==> config.mk <==
export PLATFORM = sky130hd
export DESIGN_NAME = reset_sequencer
export DESIGN_NICKNAME = d
export VERILOG_FILES = /design/src/rtl/rstseq_pkg.sv /design/src/rtl/rstseq_sync.sv /design/src/rtl/rstseq_fsm.sv /design/src/rtl/rstseq_wdog.sv /design/src/rtl/rstseq_status.sv /design/src/rtl/reset_sequencer.sv
export SDC_FILE = /design/constraint.sdc
export NUM_CORES = 1
export LEC_CHECK = 0
export ABC_AREA = 0
export BUFFER_PORTS_ARGS = -buffer_cell sky130_fd_sc_hd__buf_2
export CAP_MARGIN = 20
export CORE_MARGIN = 5
export CORE_UTILIZATION = 45
export DETAILED_ROUTE_END_ITERATION = 10
export HOLD_SLACK_MARGIN = 0.02
export PLACE_DENSITY = 0.76
export SETUP_SLACK_MARGIN = 0.02
export SLEW_MARGIN = 40
export SYNTH_ARGS = -nofsm -noshare
export SYNTH_HDL_FRONTEND = slang
export SYNTH_SLANG_ARGS = --single-unit
export TNS_END_PERCENT = 5
==> constraint.sdc <==
create_clock -name clk -period 5.4 [get_ports clk]
set_input_delay 0.27 -clock clk [delete_from_list [all_inputs] [get_ports clk]]
set_output_delay 0.27 -clock clk [all_outputs]
set_load 0.02 [all_outputs]
==> src/rtl/rstseq_pkg.sv <==
package rstseq_pkg;

    typedef enum logic [1:0] {
        PH_HOLD = 2'd0,
        PH_PIN  = 2'd1,
        PH_TAIL = 2'd2,
        PH_RUN  = 2'd3
    } phase_e;

    localparam int ST_POR = 7;
    localparam int ST_PIN = 6;
    localparam int ST_COP = 5;
    localparam int ST_W   = 8;

    function automatic int max3(input int a, input int b, input int c);
        int m;
        m = (a > b) ? a : b;
        return (m > c) ? m : c;
    endfunction

endpackage

==> src/rtl/rstseq_sync.sv <==
module rstseq_sync #(
    parameter int STAGES = 2
) (
    input  logic clk,
    input  logic por,
    input  logic din,
    output logic dout
);
    typedef struct packed {
        logic [STAGES-1:0] sr;
    } sync_t;

    sync_t s_d, s_q;

    always_comb begin
        s_d    = s_q;
        s_d.sr = {s_q.sr[STAGES-2:0], din};
    end

    always_ff @(posedge clk or posedge por) begin
        if (por) s_q <= '{sr: '1};
        else     s_q <= s_d;
    end

    assign dout = s_q.sr[STAGES-1];
endmodule

==> src/rtl/rstseq_fsm.sv <==
module rstseq_fsm
    import rstseq_pkg::*;
#(
    parameter int STAB_CYCLES = 4096,
    parameter int PIN_CYCLES  = 32,
    parameter int TAIL_CYCLES = 32
) (
    input  logic   clk,
    input  logic   por,
    input  logic   req,
    output phase_e phase
);
    localparam int CMAX = max3(STAB_CYCLES, PIN_CYCLES, TAIL_CYCLES);
    localparam int CW   = $clog2(CMAX + 1);

    typedef struct packed {
        phase_e        ph;
        logic [CW-1:0] cnt;
    } fsm_t;

    fsm_t f_d, f_q;

    always_comb begin
        f_d = f_q;
        unique case (f_q.ph)
            PH_HOLD: begin
                // Stabilization hold is never shortened by requests.
                if (f_q.cnt == CW'(STAB_CYCLES - 1)) f_d = '{ph: PH_PIN, cnt: '0};
                else                                   f_d.cnt = f_q.cnt + CW'(1);
            end
            PH_PIN: begin
                if (req)                                   f_d = '{ph: PH_PIN, cnt: '0};
                else if (f_q.cnt == CW'(PIN_CYCLES - 1))   f_d = '{ph: PH_TAIL, cnt: '0};
                else                                       f_d.cnt = f_q.cnt + CW'(1);
            end
            PH_TAIL: begin
                if (req)                                   f_d = '{ph: PH_PIN, cnt: '0};
                else if (f_q.cnt == CW'(TAIL_CYCLES - 1))  f_d = '{ph: PH_RUN, cnt: '0};
                else                                       f_d.cnt = f_q.cnt + CW'(1);
            end
            default: begin
                if (req) f_d = '{ph: PH_PIN, cnt: '0};
            end
        endcase
    end

    always_ff @(posedge clk or posedge por) begin
        if (por) f_q <= '{ph: PH_HOLD, cnt: '0};
        else     f_q <= f_d;
    end

    assign phase = f_q.ph;
endmodule

==> src/rtl/rstseq_wdog.sv <==
module rstseq_wdog #(
    parameter int WDOG_W = 18
) (
    input  logic              clk,
    input  logic              por,
    input  logic              hold,
    input  logic              clear,
    output logic [WDOG_W-1:0] count,
    output logic              ovf
);
    typedef struct packed {
        logic [WDOG_W-1:0] cnt;
    } wd_t;

    wd_t w_d, w_q;

    always_comb begin
        w_d = w_q;
        if (hold || clear) w_d.cnt = '0;
        else               w_d.cnt = w_q.cnt + WDOG_W'(1);
    end

    always_ff @(posedge clk or posedge por) begin
        if (por) w_q <= '{cnt: '0};
        else     w_q <= w_d;
    end

    assign count = w_q.cnt;
    assign ovf   = (w_q.cnt == '1) && !hold && !clear;
endmodule

==> src/rtl/rstseq_status.sv <==
module rstseq_status
    import rstseq_pkg::*;
#(
    parameter int N_SRC = 2
) (
    input  logic             clk,
    input  logic             por,
    input  logic             set_pin,
    input  logic             set_cop,
    input  logic [N_SRC-1:0] set_src,
    input  logic             rd_clr,
    output logic [ST_W-1:0]  stat
);
    typedef struct packed {
        logic [ST_W-1:0] bits;
    } st_t;

    st_t s_d, s_q;
    logic [ST_W-1:0] sets;

    always_comb begin
        sets                = '0;
        sets[N_SRC-1:0]     = set_src;
        sets[ST_COP]        = set_cop;
        sets[ST_PIN]        = set_pin;
        s_d                 = s_q;
        // Sets in the same cycle as a read-clear win.
        s_d.bits            = (rd_clr ? '0 : s_q.bits) | sets;
    end

    always_ff @(posedge clk or posedge por) begin
        if (por) s_q <= '{bits: ST_W'(1) << ST_POR};
        else     s_q <= s_d;
    end

    assign stat = s_q.bits;
endmodule

==> src/rtl/reset_sequencer.sv <==
module reset_sequencer
    import rstseq_pkg::*;
#(
    parameter int                STAB_CYCLES = 4096,
    parameter int                PIN_CYCLES  = 32,
    parameter int                TAIL_CYCLES = 32,
    parameter int                WDOG_W      = 18,
    parameter int                N_SRC       = 2,
    parameter int                ADDR_W      = 16,
    parameter logic [ADDR_W-1:0] WDOG_ADDR   = '1,
    parameter logic [ADDR_W-1:0] STAT_ADDR   = ADDR_W'(16'hFE01)
) (
    input  logic              clk,
    input  logic              por_pulse,
    input  logic [N_SRC-1:0]  src_req,
    input  logic              rst_pin_in,
    output logic              rst_pin_oe,
    output logic              clk_en,
    output logic              cpu_rst,
    input  logic [ADDR_W-1:0] bus_addr,
    input  logic              bus_we,
    input  logic              bus_re,
    output logic [ST_W-1:0]   bus_rdata
);
    phase_e            phase;
    logic              running;
    logic              pin_s;
    logic              pin_req;
    logic              wd_clr;
    logic              wd_ovf;
    logic              rd_hit;
    logic              req;
    logic [ST_W-1:0]   status_w;
    logic [WDOG_W-1:0] wdog_cnt_w;

    assign running = (phase == PH_RUN);
    assign pin_req = running && !pin_s;
    assign wd_clr  = running && bus_we && (bus_addr == WDOG_ADDR);
    assign rd_hit  = running && bus_re && (bus_addr == STAT_ADDR);
    assign req     = (|src_req) || wd_ovf || pin_req;

    rstseq_sync #(.STAGES(2)) u_sync (
        .clk  (clk),
        .por  (por_pulse),
        .din  (rst_pin_in),
        .dout (pin_s)
    );

    rstseq_fsm #(
        .STAB_CYCLES (STAB_CYCLES),
        .PIN_CYCLES  (PIN_CYCLES),
        .TAIL_CYCLES (TAIL_CYCLES)
    ) u_fsm (
        .clk   (clk),
        .por   (por_pulse),
        .req   (req),
        .phase (phase)
    );

    rstseq_wdog #(.WDOG_W(WDOG_W)) u_wdog (
        .clk   (clk),
        .por   (por_pulse),
        .hold  (cpu_rst),
        .clear (wd_clr),
        .count (wdog_cnt_w),
        .ovf   (wd_ovf)
    );

    rstseq_status #(.N_SRC(N_SRC)) u_stat (
        .clk     (clk),
        .por     (por_pulse),
        .set_pin (pin_req),
        .set_cop (wd_ovf),
        .set_src (src_req),
        .rd_clr  (rd_hit),
        .stat    (status_w)
    );

    assign clk_en     = (phase != PH_HOLD);
    assign rst_pin_oe = (phase == PH_HOLD) || (phase == PH_PIN);
    assign cpu_rst    = !running;
    assign bus_rdata  = rd_hit ? status_w : '0;
endmodule

==> metrics.txt, run 1 <==
outcome finished clean; TNS Setup 0 ns; initial antenna violation count 0; HP Class input pin to flop; Site Rows 26; Final Non-Filler Cells 343; register area 0.001005 mm²; vias per cell 5.434; setup bufs post-CTS 0; top-level I/O count 34; clk_lat worst skew 0.30 ns; Syn-to-layout area delta 13.53%; internal power 458.9 µW; WP data arrival 2.92 ns; achievable frequency approximately 0.37 GHz; die width 81.24 µm; drt first pass iters 4; first-pass GRT wire length 8148 µm; YS warnings 0; register area share after synthesis 44.00%; Synth Area per Inst between 9 and 10 µm²; Fillers ~480; Routability Congestion 0.9095; Worst R2R Path Depth 6; Chip Height 81.24 µm; RSZ-0062 raised after global routing no; Period minus WS final 2.684 ns; Setup crit end kind flop; cts hold-fix bufs 0; initial detailed-routing violation count 63; H-tree levels 2; Power Dens Cells 223.2 mW/mm²; main flop type after synthesis dfrtp_1; setup violators final 0; Seq pwr share 52.0%; vias in the first global route 1874; Switching Fraction 20.70%; relative slew slack 49.40%; worst path required time 5.64 ns; Pins Over Slew Limit 0; final setup skew 0.009954 ns; critical path class flop to flop; Placement Setup Slack 2.758 ns; final net count between 300 and 400; die area 0.006599 mm²; Tightest Pin Transition around 0.76 ns; Multi-input gate area 0.001199 mm²; leak pwr 1.188 nW; # resized after CTS 0; count of final hold-check violations 0; number of cells after detailed placement between 300 and 400; Global Route Usage Sum 16.08%; largest net degree at the start of global routing 41; synth unique cells 46; Tcrit/Tclk final between 40% and 50%; PortBufs 30; asr flop ratio synth 100.0%; Clock Power Share 44.7%; DRC 0; Post-Syn Instances 243; Layout Utilization 51.75%; Post-synth EDFFs 0; crit path max fanout 21; Initial Util 45.58%; min setup slack post-route ~2.7 ns; post-DP HPWL 3334 µm; Overflow after GRT 0; synthesized area 0.002283 mm²; CTS buffer count 5; max_cap viols 0; Worst Setup Start Kind flop; Peak supply drop slightly above 0.2 mV; Gate power share 3.3%; flops & latches, synth 40; CTS clk-pin slew, worst paths 0.07 ns; DRT antenna net count 0; CTS tree built; Sink Count 40; diodes inserted 0; Net Sw Power 119.8 µW; clock tree buffer depth 2; layout cells sized above 1 19.05%; DR WL/cell 13.41 µm; Vias 1864; Root Driver clkbuf_8; hold depth 1; Core Region 0.005010 mm²; Total Routed Length 4600 µm
==> cell type report <==
type,count,area share (%)
Clock buffer,6,3.185
Clock inverter,2,1.496
Inverter,6,0.8687
Multi-Input combinational cell,188,46.24
Sequential cell,40,38.75
Tap cell,70,3.378
Timing Repair Buffer,31,6.081
==> kinds of logic after synthesis <==
| logic type | after synthesis | share of synthesized area [%] |
|---|---|---|
| xor+xnor | 16 | 6.137 |
| compound gates | 27 | 10.68 |
| flops | 40 | 44.00 |
| mux | 2 | 0.9862 |
| simple gates | 134 | 30.91 |
| fa+ha+maj | 6 | 3.288 |
| other cells | 1 | 0.1642 |
| buf+inv | 17 | 3.836 |
==> synthesized netlist by cell type, drive strengths merged, types with 2 or more instances <==
library cell	instances	area, µm²
o21ai	4	20.01
and2	9	56.30
nor2	33	126.4
nand3	8	40.04
nor4	3	18.77
nand2	25	93.84
xnor2	8	70.07
or2	2	12.52
a21o	2	15.01
xor2	8	70.07
dfstp	3	78.83
a22o	3	26.28
a211o	2	17.52
mux2	2	22.52
ha	6	75.07
inv	6	22.52
buf	9	57.56
and3	14	87.58
and4	3	26.28
nand4	14	106.4
nor2b	3	18.77
dfrtp	37	925.9
o32ai	2	17.52
a221o	6	60.06
a22oi	2	28.78
nor3	16	85.08
clkbuf	2	7.510
==> cell usage in the layout (no fill, tap or decap), types with 2 or more instances in the layout <==
cell type and instances:
conb_1 3, nand3_1 8, o32ai_1 2, dfrtp_1 37, nor3_1 15, nand4_1 11, nor2b_1 3, nor4_1 3
xnor2_1 8, a21o_1 2, ha_1 6, o21ai_0 3, nand2_1 25, and3_1 14, nor2_1 32, a22o_1 3
inv_1 6, a221o_1 6, xor2_1 8, and2_1 9, buf_2 30, and4_1 3, a211o_1 2, clkbuf_8 6
nand4_2 3, dfstp_2 3
==> registers in the layout, indices dropped and copies added (netlist names) <==
name and cells:
u_fsm.f_q 13, u_stat.stat 5, u_fsm.phase 2, u_wdog.count 18
u_sync.s_q 2
==> routing by layer <==
metal	up-vias	GRT usage, %	part of all wire (%)
met3	12	3.437	2.9
li1	920	-	-
met4	0	8.784	2.9
met2	31	27.59	48
met1	901	18.61	47
met5	-	0	0
==> power by group through the flow <==
stage	sequential (mW)	combinational, mW	clock [mW]
6_report	0.301	0.0188	0.259
5_1_grt	0.301	0.0220	0.277
4_1_cts	0.301	0.0195	0.266
3_5_place_dp	0.307	0.0195	0
3_3_place_gp	0.307	0.0192	0
2_1_floorplan	0.307	0.00997	0
==> critical path, cell delays in order, from the launching register on <==
cell	delay, ns
dfrtp_1	0.40
ha_1	0.46
nor2b_1	0.28
nor3_2	0.36
a22oi_4	0.17
a211oi_2	0.68
mux2_2	0.28
==> path summary, 6_finish.rpt <==
kind | startpoint | end | slack [ns]
hold / removal | rst_pin_in | u_sync.s_q[0] | 0.07
hold reg to reg | u_sync.s_q[0] | u_sync.s_q[1] | 0.36
setup / recovery | u_fsm.phase[0] | u_fsm.f_q[0] | 2.72
min in group asynchronous | por_pulse | u_wdog.count[8] | 0.08
setup reg to reg | u_fsm.phase[0] | u_fsm.f_q[0] | 2.72
max in group asynchronous | por_pulse | u_sync.s_q[0] | 4.95
==> metrics by stage <==
stage	hold WS, ns	power [mW]	cell area (µm²)
after global placement	0.3455	0.3259	2471
after CTS	0.05858	0.5866	2592
after detailed placement	0.3537	0.3263	2471
after global routing	0.05884	0.5999	2592
after floorplan	0.2745	0.3167	2291
final	0.07062	0.5787	2592
(Power assumes the default switching activity.)
==> run 2: changes to the inputs <==
Clock period 5.4 ns to 2.75 ns, I/O delays scaled along.
==> metrics.txt, run 2 (synthesized netlist as in run 1, its figures left out) <==
Site Rows 26; final setup skew between 0.005 and 0.006 ns; Fillers 492; H-tree levels 2; Chip Height 81.24 µm; max_cap viols 0; Power Dens Cells 398.0 mW/mm²; count of final hold-check violations 0; initial detailed-routing violation count 74; Tightest Pin Transition 0.7192 ns; DR WL/cell around 14 µm; Period minus WS final 2.436 ns; crit path max fanout 11; Multi-input gate area 0.001199 mm²; CTS buffer count 5; leak pwr between 1 and 1.5 nW; number of buffer and inverter stages on the critical path 0; number of cells after detailed placement 336; Total Routed Length 4796 µm; HP Class input pin to flop; Slowest-stage cell, CP a211oi_2; layout cells sized above 1 18.84%; Overflow after GRT 0; Peak supply drop 0.2825 mV; Initial Util 45.58%; relative slew slack 51.96%; register area 0.001005 mm²; first-pass GRT wire length approximately 8300 µm; vias in the first global route 1829; die width slightly above 80 µm; vias per cell 5.364; Tcrit/Tclk final 88.60%; DRT antenna net count 0; Setup crit end kind flop; setup bufs post-CTS 0; Area after DPL ~0.0025 mm²; diodes inserted 0; Power Total 1.030 mW; Syn-to-layout area delta 13.37%; Worst setup startpoint u_wdog.count[0]; drt first pass iters 4; Global Route Usage Sum 16.13%; family with the most delay on the worst path compound AO/OA/AOI/OAI gates; Routability Congestion 0.8155; TNS Setup 0 ns; Worst Setup Start Kind flop; reg2reg end u_fsm.f_q[0]; stages on the worst setup path 6; clock tree buffer depth 2; outcome finished clean; Core Region ~0.005 mm²; CP cell instances ha_1, and4_1, nand4_2, a311o_1, a211oi_2, mux2_2; # resized after CTS 0; CTS clk-pin slew, worst paths 0.07 ns; worst path required time 2.98 ns; largest net degree at the start of global routing 22; post-DP HPWL 3524 µm; min-delay src src_req[0]; clk_lat worst skew 0.29 ns; Sink Count 40; Final Non-Filler Cells 346; Pins Over Slew Limit 0; critical path class flop to flop; most common cell after layout, fill and taps aside dfrtp_1; commonest non-fill, non-tap cells in the layout 37 x dfrtp_1, 32 x nor2_1, 30 x buf_2; RSZ-0062 raised after global routing no; Worst R2R Path Depth 6; Root Driver clkbuf_8; final net count 304; Vias 1856; max reg flops 18; DRC 0; initial antenna violation count 0; CTS tree built; die area between 0.006 and 0.007 mm²; setup violators final 0; slowest stage delay, CP between 0.6 and 0.7 ns; Final Instance Area 0.002589 mm²; PortBufs 30; hold depth 2; r2r setup slk 0.31 ns; Worst Hold Path EP u_stat.stat[0]; top-level I/O count 34; WP data arrival 2.67 ns; achievable frequency 0.4104 GHz; Layout Utilization 51.67%; Critical R2R Launch u_wdog.count[0]
[run 2: layout make-up]
type	count	share of cell area [%]
inverter	6	0.8700
multi-input combinational	188	46.30
clock buffer	8	3.480
sequential	40	38.81
timing repair buffer	34	7.153
tap	70	3.383
[run 2: per-layer routing]
| metal | vias to the layer above | track usage (%) | part of all wire (%) |
|---|---|---|---|
| li1 | 932 | - | - |
| met1 | 889 | 19.53 | 46 |
| met2 | 31 | 27.67 | 50 |
| met3 | 4 | 4.878 | 3.8 |
| met4 | 0 | 4.561 | 0.79 |
| met5 | - | 0 | 0 |
[run 2: through the flow]
| step | hold WS [ns] | setup WS, ns |
|---|---|---|
| global route | 0.05703 | 0.1868 |
| CTS | 0.05030 | 0.2938 |
| global placement | 0.2432 | 0.3733 |
| detailed placement | 0.2447 | 0.3071 |
| floorplan | 0.1420 | 0.8250 |
| finish | 0.05928 | 0.3135 |
[run 2: how the worst max path moves through the flow]
stage               slack [ns]            to
floorplan                 0.83  u_fsm.f_q[9]
global placement          0.37  u_fsm.f_q[0]
detailed placement        0.31  u_fsm.f_q[0]
CTS                       0.29  u_fsm.f_q[6]
global route              0.19  u_fsm.f_q[0]
finish                    0.31  u_fsm.f_q[0]
[run 2: power breakdown]
group          internal [mW]  leakage [nW]  switching [mW]  total, mW
sequential             0.591         0.513        0.000569      0.591
combinational         0.0159         0.627          0.0249     0.0408
clock                  0.205        0.0455           0.194      0.398
[run 2: what timing repair did]
item	CTS	global route
hold endpoints to repair	21	0
setup endpoints to repair	0	0
hold buffers	2	0
